===== config.mk =====
export PLATFORM = sky130hd
export DESIGN_NAME = step_sequencer
export DESIGN_NICKNAME = d
export VERILOG_FILES = /design/src/rtl/step_sequencer.sv
export SDC_FILE = /design/constraint.sdc
export NUM_CORES = 1
export LEC_CHECK = 0
export ABC_AREA = 1
export CORE_AREA = 2 2 39 41
export CTS_BUF_LIST = sky130_fd_sc_hd__clkbuf_4 sky130_fd_sc_hd__clkbuf_8 sky130_fd_sc_hd__clkbuf_16
export DETAILED_ROUTE_END_ITERATION = 12
export DIE_AREA = 0 0 41 43
export PLACE_DENSITY = 0.65
export SLEW_MARGIN = 10
export SYNTH_ARGS = -nofsm -noshare
export SYNTH_HDL_FRONTEND = slang
export SYNTH_SLANG_ARGS = --single-unit

===== constraint.sdc =====
create_clock -name clk -period 2.55 [get_ports clk]
set_input_delay 0.51 -clock clk [delete_from_list [all_inputs] [get_ports clk]]
set_output_delay 0.51 -clock clk [all_outputs]
set_load 0.02 [all_outputs]

===== src/rtl/step_sequencer.sv =====
module step_sequencer #(
  parameter int OPW        = 8,
  parameter int LOAD_CODE  = 0,
  parameter int STORE_CODE = 1
) (
  input  logic           clk,
  input  logic           rst,
  input  logic [OPW-1:0] ir_opcode,
  output logic [5:0]     step,
  output logic [2:0]     op_line,
  output logic           pc_out,
  output logic           mar_load,
  output logic           ir_load,
  output logic           pc_inc,
  output logic           acc_load,
  output logic           acc_out,
  output logic           mem_write
);
  localparam int FETCH_LEN = 3;
  localparam int LOAD_LEN  = 5;
  localparam int STORE_LEN = 6;
  localparam int RING      = (LOAD_LEN > STORE_LEN) ? LOAD_LEN : STORE_LEN;

  logic [RING-1:0] ring;
  logic is_ld, is_st, is_un, done, run;

  assign is_ld   = (ir_opcode == OPW'(LOAD_CODE));
  assign is_st   = (ir_opcode == OPW'(STORE_CODE));
  assign is_un   = ~(is_ld | is_st);
  assign op_line = {is_un, is_st, is_ld};

  assign done = (is_un & ring[FETCH_LEN-1])
              | (is_ld & ring[LOAD_LEN-1])
              | (is_st & ring[STORE_LEN-1]);

  always_ff @(posedge clk) begin
    if (rst || done) ring <= RING'(1);
    else             ring <= {ring[RING-2:0], ring[RING-1]};
  end

  assign step = ring;
  assign run  = ~rst;

  assign pc_out    = run & (ring[0] | ((is_ld | is_st) & ring[3]));
  assign mar_load  = run & (ring[0] | ((is_ld | is_st) & ring[3]));
  assign ir_load   = run & ring[1];
  assign pc_inc    = run & (ring[2] | ((is_ld | is_st) & ring[4]));
  assign acc_load  = run & is_ld & ring[4];
  assign acc_out   = run & is_st & ring[5];
  assign mem_write = run & is_st & ring[5];
endmodule


**Yosys cells after proc, flatten, opt, wreduce, memory -nomap -nowiden**

Cells that the tools add are included.

- Bits in registers: 6
- Input port bits: 10

- Equality and inequality tests: 1
- Bitwise logic cells: 19
- Reduce and logical (&&, ||, !) cells: 2

Operators with widths:

| kind | number |
|---|---|
| $and 1x1->1 | 12 |
| $eq 8x1->1 const B | 1 |
| $logic_not 8->1 | 1 |
| $or 1x1->1 | 5 |
| $not 1->1 | 2 |
| $logic_or 1x1->1 | 1 |

**Depth between registers and ports, before layout**

Gate-level depths: netlist of run 1.

- Word-level depth: 7
- Gate-level depth with buffers: 8
- Mapped depth without buffers: 8

**Worst setup path after synthesis of run 1**

OpenSTA, ideal clock, no wires.

- Path type: input to output
- Start point: in ir_opcode[7]
- End point: out pc_out
- Arrival: 1.563 ns
- Slack: 0.477 ns
- Cell stages on the path: 8
- Path buffers: 1
- Path through: nor2_1 -> nand2_1 -> inv_2 -> nand2_1 -> nand2_1 -> nand2_1 -> a21oi_1 -> buf_4

- Word-level cells in the longest chain between the ends: 5

Ends and longest elaborated chain:

| what | line | text |
|---|---|---|
| start: declaration | 8 | `input logic [OPW-1:0] ir_opcode,` |
| $eq 8x1->1 / $logic_not 8->1 (equally long branches) | 28, 27 |  |
| $or 1x1->1 (*) | n/a |  |
| $and 1x1->1 (*) | n/a |  |
| $or 1x1->1 (*) | n/a |  |
| $and 1x1->1 (*) | n/a |  |
| end: declaration | 11 | `output logic pc_out,` |

Mark *: on every way between the ends. The rest lies on a longest branch, timed or not.

**Worst setup path in the final report of run 1**

- Start point: in ir_opcode[0]
- End point: out mar_load

- Word-level cells in the longest chain between the ends: 5

Ends and longest elaborated chain:

| what | line | text |
|---|---|---|
| $eq 8x1->1 / $logic_not 8->1 (equally long branches) | 28, 27 |  |
| $or 1x1->1 (*) | 45 | `assign mar_load = run & (ring[0] \| ((is_ld \| is_st) & ring[3]));` |
| $and 1x1->1 (*) | 45 |  |
| $or 1x1->1 (*) | 45 |  |
| $and 1x1->1 (*) | 45 |  |
| end: declaration | 12 | `output logic mar_load,` |

Marks and branches as above.

==> results of run 1 <==
## metrics by stage
step	TNS, ps	cells	utilization	total power, uW	cell area (um^2)
3_3_place_gp	-679	97	0.463	160	641
6_report	0	100	0.479	245	663
2_1_floorplan	0	54	-	128	355
5_1_grt	0	100	0.479	263	663
4_1_cts	0	100	0.474	248	656
3_5_place_dp	-695	97	0.463	161	641
## critical path, cell delays in order
cell and delay (ps):
clkdlybuf4s50_1 470, nand2_1 60, nor2_1 120, nand2_2 90, nand2_1 100, nand2_1 60
a21oi_1 150, dlygate4sd2_1 360
## path summary, 6_finish.rpt
check,slack [ps],endpoint,from,cells after the start
worst min-delay path,440,step[4],step[3],2
worst max-delay path,110,mar_load,ir_opcode[0],8
worst max register to register,1710,step[1],step[4],3
worst min register to register,440,step[4],step[3],2
## timing repair
item | CTS | global route
pin swaps | 0 | 0
setup endpoints to repair | 6 | 3
resized for setup | 6 | 3
## cells by family (layout without fill, tap and decap cells)
logic type             Yosys count  count (layout)  share of synthesized area
and+or+nand+nor                 27              27                      0.366
buffers and inverters           18              48                      0.243
DFF                              6               6                      0.338
AOI/OAI and AO/OA                3               3                     0.0528
## metal layers
| layer | up-vias | GRT usage | wire [um] |
|---|---|---|---|
| li1 | 214 | - | - |
| met1 | 172 | 0.132 | 356 |
| met2 | 9 | 0.213 | 452 |
| met3 | 0 | 0.0785 | 52 |
| met4 | 0 | 0.0600 | 0 |
| met5 | - | 0 | 0 |
## area by class of cell
class                      count  share of cell area
timing repair buffer          32               0.457
multi-input combinational     30               0.225
sequential                     6               0.181
inverter                      13              0.0736
clock buffer                   3              0.0340
tap                           16              0.0302
## report_power, final
group	switching [uW]	internal, uW
logic	26.3	29.3
registers	2.77	98.4
clock network	35.1	53.3
total	64.2	181
## layout by cell type, fill, tap and decap left out
cell type and instances:
nor3_1 1, nand2_2 2, clkbuf_4 3, nand2_1 8, dlymetal6s2s_1 3, nand3_4 1, nand4_1 1, a21oi_1 2
nand3_2 1, a21oi_2 1, dfxtp_1 6, buf_4 7, inv_2 2, clkdlybuf4s50_1 16, dlygate4sd2_1 6, inv_1 11
nor2_1 13
==> results.py, run 1 <==
metrics = {
    "drt": {
        "first_pass_iters": 4,
        "drc_errors": 0,
        "avgViaCountPerCell": 3.95,
        "wl_um": 861,
        "via_count": 395,
        "avgRoutedWirePerCell_um": 8.61,
        "drt_iter0_drc": 2,
        "antenna_left": 0,
    },
    "min_path": {
        "hold_class": "register to register",
    },
    "yosys": {
        "post_synth.cell_area_avg_um2": 6.58,
        "synthDistinctLibCells": 13,
        "yosys-top-cells-area": "dfxtp_1 34%, nor2_1 14%, inv_1 12%",
        "synth_cells": 54,
        "yosysWarnings": 0,
        "async_reset_ff_frac": 0,
        "ys.flop_type": "dfxtp_1",
        "synth_most_common_cell": "nor2_1",
        "synth_top_area_share": 0.338,
        "synth_common_cells": "13 x nor2_1, 11 x inv_1, 8 x nand2_1",
        "synth_nets": 64,
        "synth_area_leader_cell": "dfxtp_1",
        "syn_area_um2": 355,
        "ys_seq_elements": 6,
        "synth-edff-count": 0,
        "ys_seq_area_frac": 0.338,
    },
    "cells_and_area": {
        "n_fill_cell": 144,
        "largest_register_ff_count": 6,
        "syn_to_final_growth_pct": 86.6,
        "register_area_um2": 120,
        "nets": 96,
        "n_antenna_cell": 0,
        "multi_input_area_um2": 149,
        "drive_above_1_share": 0.202,
    },
    "timing": {
        "relSlewSlack": 0.820,
        "whs_ps": 443,
        "drv_slew": 0,
        "hold_violations": 0,
        "worst_pin_slew_ps": 269,
        "maxClockFrequency_ghz": 0.409,
        "rsz0062_at_grt": "false",
        "period_minus_slack_ps": 2440,
        "fin_worst_skew_ps": 4.26,
        "fin_ws_ps": 106,
        "setup_viol": 0,
        "period_share": 0.958,
    },
    "die": {
        "io_pins": 26,
        "die_h_um": 43,
        "dieWidth_um": 41,
        "core_mm2": 0.00138,
        "die_area_mm2": 0.00176,
        "start_util": 0.257,
        "core.rowCount": 14,
    },
    "power": {
        "ir_worst_vdd_v": 0.000241,
        "p_leak_uw": 0.000358,
        "power.density_mw_per_mm2": 370,
    },
    "clock_tree": {
        "cts_sinks": 6,
        "cts_tree": "done",
        "clock_path_buffers": 2,
        "cts_max_level": 1,
        "cts_buffers": 3,
        "cts.reportedPaths.clkPinSlew_ps": 40,
        "cts_setup_buffers": 0,
        "ctsHoldBuffers": 0,
        "clk_latency_ps": 250,
        "cts_root_buf": "clkbuf_4",
    },
    "global_routing": {
        "grt_max_degree": 7,
        "overflow": 0,
        "grt_pass1_vias": 402,
        "grt_usage": 0.134,
        "grt_pass1_wl_um": 1540,
        "antenna_found_initial": 0,
    },
    "worst_setup_path": {
        "crit_type": "primary input to output port",
        "endpoint_kind": "output port",
        "worstPathRequired_ps": 2040,
        "start_kind": "primary input",
        "path_max_fanout": 3,
        "crit_arrival_ps": 1930,
    },
    "placed_design": {
        "place.gp.congestion": 0.732,
        "port_buffers": 25,
        "dp_slack_ps": -200,
        "post-dp-hpwl_um": 732,
    },
    "run": {
        "cap_violations": 0,
    },
    "status": {
        "status": "finished, final reports clean",
    },
}
Note: power is estimated with default switching activity, not from simulation.
==> run 2: changes to the inputs <==
clock period = 3 ns   (was 2.55 ns; I/O delays follow)
==> run 2 against run 1 <==
Compared with the run above: global-route usage fell by 1.4 points; cell count fell by 7.0%; setup slack improved by 60 ps.
==> results.py, run 2 (same netlist as run 1, synthesis figures left out) <==
metrics = {
    "timing": {
        "maxClockFrequency_ghz": 0.353,
        "setup_viol": 0,
        "drv_slew": 0,
        "relSlewSlack": 0.829,
        "tns_ps": 0,
        "period_minus_slack_ps": 2830,
        "rsz0062_at_grt": "false",
        "period_share": 0.944,
        "hold_violations": 0,
        "fin_worst_skew_ps": 6.17,
        "worst_pin_slew_ps": 255,
    },
    "cells_and_area": {
        "layout_common_cells": "22 x clkdlybuf4s50_1, 13 x nor2_1, 11 x inv_1",
        "layout_commonest_cell": "clkdlybuf4s50_1",
        "n_antenna_cell": 0,
        "nets": 89,
        "largest_register_ff_count": 6,
        "syn_to_final_growth_pct": 73.9,
        "fin_util": 0.447,
        "n_fill_cell": 155,
        "stdcell_count": 93,
        "drive_above_1_share": 0.130,
    },
    "global_routing": {
        "overflow": 0,
        "antenna_found_initial": 0,
        "grt_usage": 0.120,
        "grt_max_degree": 7,
        "grt_pass1_wl_um": 1380,
        "grt_pass1_vias": 342,
    },
    "worst_setup_path": {
        "critPathSlowestCell": "clkdlybuf4s50_1",
        "crit_cells": 8,
        "worstPathRequired_ps": 2400,
        "reg2regPathDepth": 3,
        "endpoint_kind": "output port",
        "critical-path-top-delay-family": "buffers and inverters",
        "crit_type": "primary input to output port",
        "start_kind": "primary input",
        "cp_num_buf_inv": 3,
        "crit_chain": "clkdlybuf4s50_1 -> nand2_1 -> nor2_1 -> nand2_2 -> inv_2 -> nand2_2 -> nor2_1 -> clkdlybuf4s50_1",
        "path_max_fanout": 3,
        "crit_arrival_ps": 2230,
        "cp_slowest_stage_delay_ps": 620,
    },
    "drt": {
        "drt_iter0_drc": 5,
        "avgRoutedWirePerCell_um": 8.77,
        "wl_um": 816,
        "antenna_left": 0,
        "avgViaCountPerCell": 4.00,
        "via_count": 372,
        "drc_errors": 0,
        "first_pass_iters": 4,
    },
    "power": {
        "total_power_uw": 208,
        "ir_worst_vdd_v": 0.000209,
        "p_leak_uw": 0.000309,
        "power.density_mw_per_mm2": 336,
    },
    "run": {
        "cap_violations": 0,
    },
    "placed_design": {
        "place.gp.congestion": 0.709,
        "post-dp-hpwl_um": 698,
        "port_buffers": 25,
        "dp_cells": 90,
    },
    "clock_tree": {
        "clk_latency_ps": 250,
        "ctsHoldBuffers": 0,
        "cts_sinks": 6,
        "cts.reportedPaths.clkPinSlew_ps": 40,
        "clock_path_buffers": 2,
        "cts_buffers": 3,
        "cts_root_buf": "clkbuf_4",
        "cts_setup_buffers": 0,
        "cts_resized": 0,
        "cts_tree": "done",
        "cts_max_level": 1,
    },
    "min_path": {
        "hold_class": "register to register",
        "whs_path_depth": 2,
    },
    "die": {
        "io_pins": 26,
        "core.rowCount": 14,
        "start_util": 0.257,
        "dieWidth_um": 41,
        "die_area_mm2": 0.00176,
        "die_h_um": 43,
        "core_mm2": 0.00138,
    },
    "status": {
        "status": "finished, final reports clean",
    },
}
==> run 2: cell count changes in the layout (fill, tap and decap cells not counted) <==
cell,change
buf_4,-7
clkdlybuf4s50_1,+6
dlygate4sd2_1,-6
==> run 2: path summary, 6_finish.rpt <==
check,from,slack (ps),endpoint
min,step[3],440,step[4]
min reg2reg,step[3],440,step[4]
max,ir_opcode[0],170,acc_out
max reg2reg,step[4],2180,step[2]
==> run 2: metal layers <==
layer,GRT usage,vias to the layer above,part of all wire
li1,-,199,-
met1,0.126,164,0.47
met2,0.194,9,0.48
met3,0.0785,0,0.049
met4,0.0200,0,0
met5,0,-,0
==> run 2: per-stage QoR <==
step / hold WS (ps) / cell area [um^2] / setup WS [ps]
6_report: 444 / 618 / 167
5_1_grt: 466 / 618 / 42.4
4_1_cts: 444 / 611 / 64.8
3_5_place_dp: 438 / 588 / 67.8
3_3_place_gp: 440 / 588 / 72.5
2_1_floorplan: 517 / 355 / 747
==> run 2: cell type report <==
cell class | instances | area (um^2) | area share
clock buffer | 3 | 22.5 | 0.0364
tap | 16 | 20.0 | 0.0324
multi-input combinational | 30 | 149 | 0.241
sequential | 6 | 120 | 0.194
inverter | 13 | 48.8 | 0.0789
timing repair buffer | 25 | 258 | 0.417
==> run 2: tightest hold or removal path, cell delays in order (launching register included) <==
cell	delay, ps
dfxtp_1	310
inv_1	50
nor2_1	30
==> run 2: where the power goes <==
| part | switching [uW] | internal (uW) |
|---|---|---|
| clock | 29.1 | 45.2 |
| combinational | 21.9 | 25.5 |
| sequential | 2.17 | 83.6 |
==> run 3: changes to the inputs <==
ABC_CLOCK_PERIOD_IN_PS = 3000   (was unset)
REMOVE_ABC_BUFFERS = 1   (was unset)
==> run 3 against run 2 <==
Compared with the run above: power shrank 1.6%; critical path type unchanged; cell count unchanged; register-to-register slack about the same; setup slack got worse by 53 ps; hold slack better by 3.8 ps; cell area shrank 0.40%; combinational power shrank 0.8%; wire length fell by 6.0%; die area unchanged; first-iteration DRC count is 60% higher; sequential cell count is the same; largest power group unchanged; sequential share of layout area grew 0.079 points.
==> results.py, run 3 (same netlist as run 1, synthesis figures left out) <==
metrics = {
    "cells_and_area": {
        "layout_commonest_cell": "clkdlybuf4s50_1",
        "syn_to_final_growth_pct": 73.2,
        "drive_above_1_share": 0.130,
        "largest_register_ff_count": 6,
        "stdcell_count": 93,
        "nets": 89,
        "n_antenna_cell": 0,
        "layout_common_cells": "23 x clkdlybuf4s50_1, 13 x nor2_1, 11 x inv_1",
    },
    "drt": {
        "drt_iter0_drc": 8,
        "via_count": 372,
        "avgViaCountPerCell": 4.00,
        "drc_errors": 0,
        "antenna_left": 0,
        "avgRoutedWirePerCell_um": 8.25,
        "wl_um": 767,
        "first_pass_iters": 4,
    },
    "worst_setup_path": {
        "cp_num_buf_inv": 2,
        "crit_type": "primary input to output port",
        "worst_path_most_repeated_cell": "nand2_1",
        "crit_chain": "clkdlybuf4s50_1 -> nand2_1 -> nor2_1 -> nand2_2 -> nand2_1 -> nand2_1 -> a21oi_1 -> clkdlybuf4s50_1",
        "critical-path-top-delay-family": "buffers and inverters",
        "critPathSlowestCell": "clkdlybuf4s50_1",
        "crit_arrival_ps": 2290,
        "cp_slowest_stage_delay_ps": 620,
        "start_kind": "primary input",
        "endpoint_kind": "output port",
        "worstPathRequired_ps": 2400,
        "path_max_fanout": 3,
    },
    "clock_tree": {
        "cts_resized": 0,
        "ctsHoldBuffers": 0,
        "cts_buffers": 3,
        "cts_setup_buffers": 0,
        "clock_path_buffers": 2,
        "cts_tree": "done",
        "cts_root_buf": "clkbuf_4",
        "cts.reportedPaths.clkPinSlew_ps": 40,
        "cts_max_level": 1,
        "cts_sinks": 6,
        "clk_latency_ps": 240,
    },
    "timing": {
        "whs_ps": 448,
        "relSlewSlack": 0.839,
        "fin_ws_ps": 113,
        "drv_slew": 0,
        "tns_ps": 0,
        "fin_worst_skew_ps": 4.71,
        "worst_pin_slew_ps": 241,
        "setup_viol": 0,
        "hold_violations": 0,
        "period_share": 0.962,
        "maxClockFrequency_ghz": 0.346,
        "period_minus_slack_ps": 2890,
        "rsz0062_at_grt": "false",
    },
    "placed_design": {
        "place.gp.congestion": 0.799,
        "port_buffers": 25,
        "post-dp-hpwl_um": 660,
        "dp_cells": 90,
        "dp_slack_ps": 57.3,
    },
    "global_routing": {
        "grt_pass1_vias": 342,
        "grt_usage": 0.114,
        "overflow": 0,
        "grt_max_degree": 7,
        "antenna_found_initial": 0,
        "grt_pass1_wl_um": 1300,
    },
    "die": {
        "io_pins": 26,
        "core_mm2": 0.00138,
        "dieWidth_um": 41,
        "die_h_um": 43,
        "die_area_mm2": 0.00176,
        "core.rowCount": 14,
        "start_util": 0.257,
    },
    "min_path": {
        "hold_class": "register to register",
    },
    "run": {
        "cap_violations": 0,
    },
    "power": {
        "power.density_mw_per_mm2": 332,
        "total_power_uw": 204,
        "p_leak_uw": 0.000291,
        "ir_worst_vdd_v": 0.000177,
    },
    "status": {
        "status": "finished, final reports clean",
    },
}
[run 3: area by class of cell]
class,count,area [um^2]
fillers,151,768
repair buffers,25,255
multi-input cells,30,149
flip-flops and latches,6,120
inverters,13,48.8
clock buffers,3,22.5
well taps,16,20.0
[run 3: final timing paths]
path | start | endpoint | slack, ps | cells past startpoint
worst max register to register | step[4] | step[3] | 2170 | 3
worst max-delay path | ir_opcode[0] | pc_inc | 110 | 8
worst min-delay path | step[1] | step[2] | 450 | 2
worst min register to register | step[1] | step[2] | 450 | 2
[run 3: per-stage QoR]
stage                      util  area, um^2
after floorplan               -         318
after global placement    0.425         588
after detailed placement  0.425         588
after CTS                 0.441         611
after global routing      0.445         616
final                     0.445         616
[run 3: power by group]
part	total, uW	internal [uW]	switching (uW)
Sequential	86.0	83.7	2.28
Clock	71.3	45.1	26.2
Combinational	47.0	25.6	21.5
Total	204	154	50.0
[run 3: worst reg2reg max path: cells and delay by family, from the launching register on]
kind	cells	cell delay [ps]
flip-flops	1	340
AO/OA/AOI/OAI	1	220
AND/OR/NAND/NOR	2	210
[run 3: layer usage]
layer / vias to the layer above / track usage / part of all wire
met5: - / 0 / 0
met4: 0 / 0.0200 / 0
met3: 0 / 0.0942 / 0.077
met2: 10 / 0.172 / 0.51
met1: 163 / 0.120 / 0.41
li1: 199 / - / -
